## config.mk

```make
export PLATFORM = sky130hd
export DESIGN_NAME = nand_ecc_gen
export DESIGN_NICKNAME = d
export VERILOG_FILES = /design/src/rtl/nand_ecc_pkg.sv /design/src/rtl/nand_ecc_mode.sv /design/src/rtl/nand_ecc_counter.sv /design/src/rtl/nand_ecc_acc.sv /design/src/rtl/nand_ecc_readout.sv /design/src/rtl/nand_ecc_gen.sv
export SDC_FILE = /design/constraint.sdc
export NUM_CORES = 1
export LEC_CHECK = 0
export ABC_AREA = 1
export BUFFER_PORTS_ARGS = -buffer_cell sky130_fd_sc_hd__buf_2
export CORE_UTILIZATION = 52
export CTS_CLUSTER_SIZE = 25
export DETAILED_ROUTE_END_ITERATION = 10
export GPL_ROUTABILITY_DRIVEN = 0
export PLACE_DENSITY = 0.8
export SLEW_MARGIN = 20
export SYNTH_ARGS = -nofsm -noshare
export SYNTH_HDL_FRONTEND = slang
export SYNTH_SLANG_ARGS = --single-unit
```

## constraint.sdc

```tcl
create_clock -name clk -period 2.7 [get_ports clk]
set_input_delay 0.135 -clock clk [delete_from_list [all_inputs] [get_ports clk]]
set_output_delay 0.135 -clock clk [all_outputs]
set_load 0.02 [all_outputs]
```

## src/rtl/nand_ecc_pkg.sv

```systemverilog
package nand_ecc_pkg;
  localparam int unsigned BYTE_W      = 8;
  localparam int unsigned CHUNK_BYTES = 256;
  localparam int unsigned IDX_W       = $clog2(CHUNK_BYTES);
  localparam int unsigned LP_W        = 2 * IDX_W;
  localparam int unsigned CP_W        = 6;
  localparam int unsigned GROUP_LEN   = 3;

  typedef enum logic [1:0] {
    MODE_OFF  = 2'b00,
    MODE_ACC  = 2'b01,
    MODE_READ = 2'b10,
    MODE_CLR  = 2'b11
  } ecc_mode_e;

  // Column parity of one byte: [5] hi nibble, [4] lo nibble, [3] bit pairs 2,3,6,7,
  // [2] bit pairs 0,1,4,5, [1] odd bits, [0] even bits.
  function automatic logic [CP_W-1:0] col_parity(input logic [BYTE_W-1:0] b);
    return {^(b & 8'hF0), ^(b & 8'h0F), ^(b & 8'hCC),
            ^(b & 8'h33), ^(b & 8'hAA), ^(b & 8'h55)};
  endfunction

  // Which line-parity bits one byte index feeds: odd bit for an index bit of 1, even for 0.
  function automatic logic [LP_W-1:0] line_mask(input logic [IDX_W-1:0] idx);
    logic [LP_W-1:0] m;
    for (int k = 0; k < IDX_W; k++) begin
      m[2*k+1] = idx[k];
      m[2*k]   = ~idx[k];
    end
    return m;
  endfunction
endpackage

```

## src/rtl/nand_ecc_mode.sv

```systemverilog
module nand_ecc_mode
  import nand_ecc_pkg::*;
(
  input  logic      clk,
  input  logic      rst_n,
  input  logic      mode_wr,
  input  logic [1:0] mode_val,
  input  logic      byte_vld,
  input  logic      cle,
  input  logic      ale,
  input  logic      rd_req,
  output ecc_mode_e mode_q,
  output logic      acc_ev,
  output logic      clr_ev,
  output logic      rd_step
);
  always_ff @(posedge clk or negedge rst_n) begin
    if (!rst_n)       mode_q <= MODE_OFF;
    else if (mode_wr) mode_q <= ecc_mode_e'(mode_val);
  end

  assign acc_ev  = (mode_q == MODE_ACC) && byte_vld && !cle && !ale;
  assign clr_ev  = (mode_q == MODE_CLR);
  assign rd_step = (mode_q == MODE_READ) && rd_req;
endmodule

```

## src/rtl/nand_ecc_counter.sv

```systemverilog
module nand_ecc_counter
  import nand_ecc_pkg::*;
#(
  parameter int unsigned NUM_CHUNKS = 2,
  localparam int unsigned GRP_W = (NUM_CHUNKS > 1) ? $clog2(NUM_CHUNKS) : 1
) (
  input  logic             clk,
  input  logic             rst_n,
  input  logic             acc_ev,
  input  logic             clr_ev,
  output logic [IDX_W-1:0] byte_idx,
  output logic [GRP_W-1:0] chunk_sel,
  output logic             full
);
  localparam logic [IDX_W-1:0] IDX_LAST = IDX_W'(CHUNK_BYTES - 1);
  localparam logic [GRP_W-1:0] GRP_LAST = GRP_W'(NUM_CHUNKS - 1);

  always_ff @(posedge clk or negedge rst_n) begin
    if (!rst_n) begin
      byte_idx  <= '0;
      chunk_sel <= '0;
      full      <= 1'b0;
    end else if (clr_ev) begin
      byte_idx  <= '0;
      chunk_sel <= '0;
      full      <= 1'b0;
    end else if (acc_ev && !full) begin
      byte_idx <= byte_idx + 1'b1;
      if (byte_idx == IDX_LAST) begin
        if (chunk_sel == GRP_LAST) full <= 1'b1;
        else chunk_sel <= chunk_sel + 1'b1;
      end
    end
  end
endmodule

```

## src/rtl/nand_ecc_acc.sv

```systemverilog
module nand_ecc_acc
  import nand_ecc_pkg::*;
(
  input  logic              clk,
  input  logic              rst_n,
  input  logic              clr,
  input  logic              en,
  input  logic [IDX_W-1:0]  idx,
  input  logic [BYTE_W-1:0] din,
  output logic [LP_W-1:0]   lp,
  output logic [CP_W-1:0]   cp
);
  always_ff @(posedge clk or negedge rst_n) begin
    if (!rst_n) begin
      lp <= '0;
      cp <= '0;
    end else if (clr) begin
      lp <= '0;
      cp <= '0;
    end else if (en) begin
      lp <= lp ^ (line_mask(idx) & {LP_W{^din}});
      cp <= cp ^ col_parity(din);
    end
  end
endmodule

```

## src/rtl/nand_ecc_readout.sv

```systemverilog
module nand_ecc_readout
  import nand_ecc_pkg::*;
#(
  parameter int unsigned NUM_CHUNKS = 2,
  localparam int unsigned GRP_W = (NUM_CHUNKS > 1) ? $clog2(NUM_CHUNKS) : 1
) (
  input  logic                             clk,
  input  logic                             rst_n,
  input  logic                             clr,
  input  logic                             step,
  input  logic                             read_on,
  input  logic [NUM_CHUNKS-1:0][LP_W-1:0]  lp_all,
  input  logic [NUM_CHUNKS-1:0][CP_W-1:0]  cp_all,
  output logic [1:0]                       pos,
  output logic [GRP_W-1:0]                 grp,
  output logic [BYTE_W-1:0]                par_out
);
  localparam logic [1:0]       POS_LAST = 2'(GROUP_LEN - 1);
  localparam logic [GRP_W-1:0] GRP_LAST = GRP_W'(NUM_CHUNKS - 1);

  logic [LP_W-1:0] lp_sel;
  logic [CP_W-1:0] cp_sel;

  always_ff @(posedge clk or negedge rst_n) begin
    if (!rst_n) begin
      pos <= '0;
      grp <= '0;
    end else if (clr) begin
      pos <= '0;
      grp <= '0;
    end else if (step) begin
      if (pos == POS_LAST) begin
        pos <= '0;
        grp <= (grp == GRP_LAST) ? '0 : grp + 1'b1;
      end else begin
        pos <= pos + 1'b1;
      end
    end
  end

  assign lp_sel = lp_all[grp];
  assign cp_sel = cp_all[grp];

  // Group order: high line byte, low line byte, column byte; stored inverted.
  always_comb begin
    if (!read_on) par_out = '1;
    else begin
      case (pos)
        2'd0:    par_out = ~lp_sel[LP_W-1 -: BYTE_W];
        2'd1:    par_out = ~lp_sel[BYTE_W-1:0];
        default: par_out = ~{cp_sel, 2'b00};
      endcase
    end
  end
endmodule

```

## src/rtl/nand_ecc_gen.sv

```systemverilog
module nand_ecc_gen
  import nand_ecc_pkg::*;
#(
  parameter int unsigned NUM_CHUNKS = 2
) (
  input  logic       clk,
  input  logic       rst_n,
  input  logic       mode_wr,
  input  logic [1:0] mode_val,
  input  logic       byte_vld,
  input  logic [7:0] byte_in,
  input  logic       cle,
  input  logic       ale,
  input  logic       rd_req,
  output logic [7:0] par_out
);
  localparam int unsigned GRP_W = (NUM_CHUNKS > 1) ? $clog2(NUM_CHUNKS) : 1;

  ecc_mode_e        mode_q;
  logic             acc_ev, clr_ev, rd_step, full;
  logic [IDX_W-1:0] byte_idx;
  logic [GRP_W-1:0] chunk_sel, grp;
  logic [1:0]       pos;
  logic [NUM_CHUNKS-1:0][LP_W-1:0] lp_all;
  logic [NUM_CHUNKS-1:0][CP_W-1:0] cp_all;

  nand_ecc_mode u_mode (
    .clk, .rst_n, .mode_wr, .mode_val, .byte_vld, .cle, .ale, .rd_req,
    .mode_q, .acc_ev, .clr_ev, .rd_step
  );

  nand_ecc_counter #(.NUM_CHUNKS(NUM_CHUNKS)) u_cnt (
    .clk, .rst_n, .acc_ev, .clr_ev, .byte_idx, .chunk_sel, .full
  );

  for (genvar g = 0; g < NUM_CHUNKS; g++) begin : g_chunk
    logic chunk_en;
    assign chunk_en = acc_ev && !full && (chunk_sel == GRP_W'(g));
    nand_ecc_acc u_acc (
      .clk, .rst_n, .clr(clr_ev), .en(chunk_en), .idx(byte_idx), .din(byte_in),
      .lp(lp_all[g]), .cp(cp_all[g])
    );
  end

  nand_ecc_readout #(.NUM_CHUNKS(NUM_CHUNKS)) u_rd (
    .clk, .rst_n, .clr(clr_ev), .step(rd_step), .read_on(mode_q == MODE_READ),
    .lp_all, .cp_all, .pos, .grp, .par_out
  );
endmodule

```

==> metrics.yaml <==
finalHoldViolCount: 0
p_int_mw: 1.55
switchingPower_mw: 0.943
fillCellCount: 661
routed_via_density: 5.42
die-height_um: 87.1
netSwitchingFraction: 0.379
cpLargestDelayFamily: "buffers and inverters"
cts_tree: "built"
drc: 0
finalNetCount: 609
dpl.hpwl_um: 6410
netlist.area_leader.share: 0.392
clkPwrFrac: 0.303
finalPower_mw: 2.49
initial_core_util: 0.545
clock_sinks: 59
regArea_um2: 1480
clock_latency_ns: 0.35
rows: 30
design_area_um2: 4160
worst_clock_skew_ns: 0.0128
path_buf_inv: 2
rsz0062_at_grt: "no"
crit_path_cell_trace: "nor2_1 -> clkinv_1 -> a21oi_1 -> o21ai_0 -> nand3_1 -> nand2_1 -> buf_2"
p_seq_frac: 0.398
synthFlopType: "dfrtp_1"
yosys_warnings: 0
min_period_over_period: 0.785
yosysUniqueCellTypes: 25
areaGrowthSynthToFinish_pct: 10.6
ant_nets: 0
cts_buffers: 9
drv_cap: 0
p_leak_nw: 2.18
ios: 25
grt_pass1_wl_um: 15800
track_usage: 0.271
cp.required_ns: 2.57
multiInputGateArea_um2: 1780
grt_max_degree: 35
grt_pass1_vias: 3438
grt-ovfl-total: 0
slew_viol_final: 0
first_iter_violations: 254
cpPeakStageDelay_ns: 0.42
stdcell_count: 692
layout-drive-gt1-share: 0.0940
endpoint_kind: "output port"
syn_area_um2: 3770
arrival_ns: 1.98
ys_seq_area_frac: 0.392
wl_per_cell_um: 13.7
drtPass1Iterations: 8
hold_class: "in -> reg"
path_max_fanout: 9
grt_antenna_before_repair: 0
ys_ff_latch: 59
post-cts-setup-buffer-count: 0
finalSetupTns_ns: 0
fmaxAchievable_mhz: 472
path_clk_slew_ns: 0.07
htree_levels: 3
synth_fp_nets: 586
placedCellCount: 674
yosys-top-cells-area: "dfrtp_1 (39%), nand2_1 (14%), inv_1 (10%)"
routed_wl_um: 9470
yosys.area.top_type: "dfrtp_1"
core-area_um2: 6910
async_flop_share: 1.00
ir_drop_mv: 0.294
io_buffers: 24
power_density_nw_per_um2: 598
worstMarginPinSlew_ns: 0.635
period_minus_slack_ns: 2.12
setup_violations: 0
synth_area_per_cell_um2: 6.63
synth-edff-count: 0
die_w_um: 87.1
outcome: "finished clean"
slew-limit-headroom: 0.575
combPwrFrac: 0.299
dpl_cell_area_um2: 3960
cts_root_buf: "clkbuf_8"
vias: 3752
crit_slowest_cell: "dfrtp_1"
clk_path_buf_depth: 2
path_class: "reg -> out"
start_kind: "register"
n_antenna_cell: 0
netlist_instances: 568
die_area_um2: 7590
[worst register-to-register path, delay by kind of cell (launching register included)]
kind / cells / cell delay, ns
buf+inv: 2 / 0.12
flops: 1 / 0.40
simple gates: 7 / 1.29
[cell families after synthesis]
| kind of cell | Yosys count | synth area share |
|---|---|---|
| adder cells (fa/ha/maj) | 1 | 0.00332 |
| AND/OR/NAND/NOR | 303 | 0.354 |
| flip-flops | 59 | 0.392 |
| AO/OA/AOI/OAI | 69 | 0.0944 |
| buffers and inverters | 127 | 0.135 |
| XOR/XNOR | 9 | 0.0209 |
[sequential cells by signal, summed over array words and instances, names as in the netlist]
register	count
u_cnt.full	1
g_chunk.u_acc.lp	32
u_mode.mode_q	2
u_rd.pos	2
u_rd.grp	1
g_chunk.u_acc.cp	12
u_cnt.chunk_sel	1
u_cnt.byte_idx	8
[cells in the mapped netlist (2+ instances only)]
cell	count
nand3_1	43
buf_4	4
inv_2	3
nor3_1	13
clkbuf_1	5
xnor2_1	8
nand4_1	33
o21ai_0	32
nand2_2	2
dfrtp_1	59
buf_1	4
nor2_4	2
inv_1	100
clkinv_1	2
buf_2	8
o32ai_1	2
nor2_1	63
a21oi_1	34
nand2_1	145
[cell type report]
type / instances / share of cell area
clock buffer: 12 / 0.0373
tap: 96 / 0.0288
inverter: 105 / 0.0947
sequential: 59 / 0.355
multi-input combinational: 382 / 0.428
timing repair buffer: 34 / 0.0511
clock inverter: 4 / 0.00601
[worst paths after layout]
path,startpoint,end,slack [ns],cells after the start
hold / removal,mode_wr,u_mode.mode_q[0],0.01,2
setup / recovery,u_rd.pos[1],par_out[3],0.58,7
hold reg to reg,g_chunk[1].u_acc.cp[0],g_chunk[1].u_acc.cp[0],0.52,2
max in group asynchronous,rst_n,g_chunk[0].u_acc.lp[14],1.73,3
min in group asynchronous,rst_n,u_rd.grp,0.25,2
setup reg to reg,u_mode.mode_q[1],g_chunk[1].u_acc.lp[0],0.82,9
[power by group through the flow]
stage | Combinational, mW | Sequential (mW) | Clock (mW)
3_3_place_gp | 0.721 | 1.00 | 0
5_1_grt | 0.828 | 0.998 | 0.800
3_5_place_dp | 0.738 | 1.01 | 0
4_1_cts | 0.742 | 0.991 | 0.753
2_1_floorplan | 0.516 | 0.997 | 0
6_report | 0.744 | 0.991 | 0.754
[metal layers]
layer,GRT usage,part of all wire,vias up
li1,-,-,1840
met1,0.351,0.46,1769
met2,0.446,0.47,123
met3,0.0417,0.052,20
met4,0.130,0.023,0
met5,0,0,-
[cells in the final DEF, fill, tap and decap left out]
cell type and count:
clkinv_2 2, buf_12 1, nand2_1 145, nand4_1 33
o21ai_0 32, nor2_1 63, inv_2 3, ha_1 1
dfrtp_1 59, o32ai_1 2, dlygate4sd3_1 2, nand2_2 2
xnor2_1 8, nand4_4 1, buf_4 7, a21oi_1 34
clkinv_1 2, clkinvlp_4 2, xor2_1 1, buf_2 24
clkbuf_8 11, nand3_1 43, nand3_2 1, nor3_1 13
inv_1 100, o211ai_1 1, nor2_4 2, clkbuf_1 1
[repair_timing]
| action | 4_1_cts | 5_1_grt |
|---|---|---|
| hold buffers | 2 | 0 |
| resized for setup | 0 | 0 |
| hold endpoints to repair | 16 | 0 |
[stage by stage]
step,hold WS [ns],utilization,setup slack [ns]
6_report,0.0105,0.603,0.582
5_1_grt,0.0340,0.603,0.420
4_1_cts,0.00275,0.603,0.597
3_5_place_dp,0.0823,0.574,0.790
3_3_place_gp,0.0796,0.574,0.895
2_1_floorplan,-0.161,-,1.22
(Power assumes the default switching activity.)
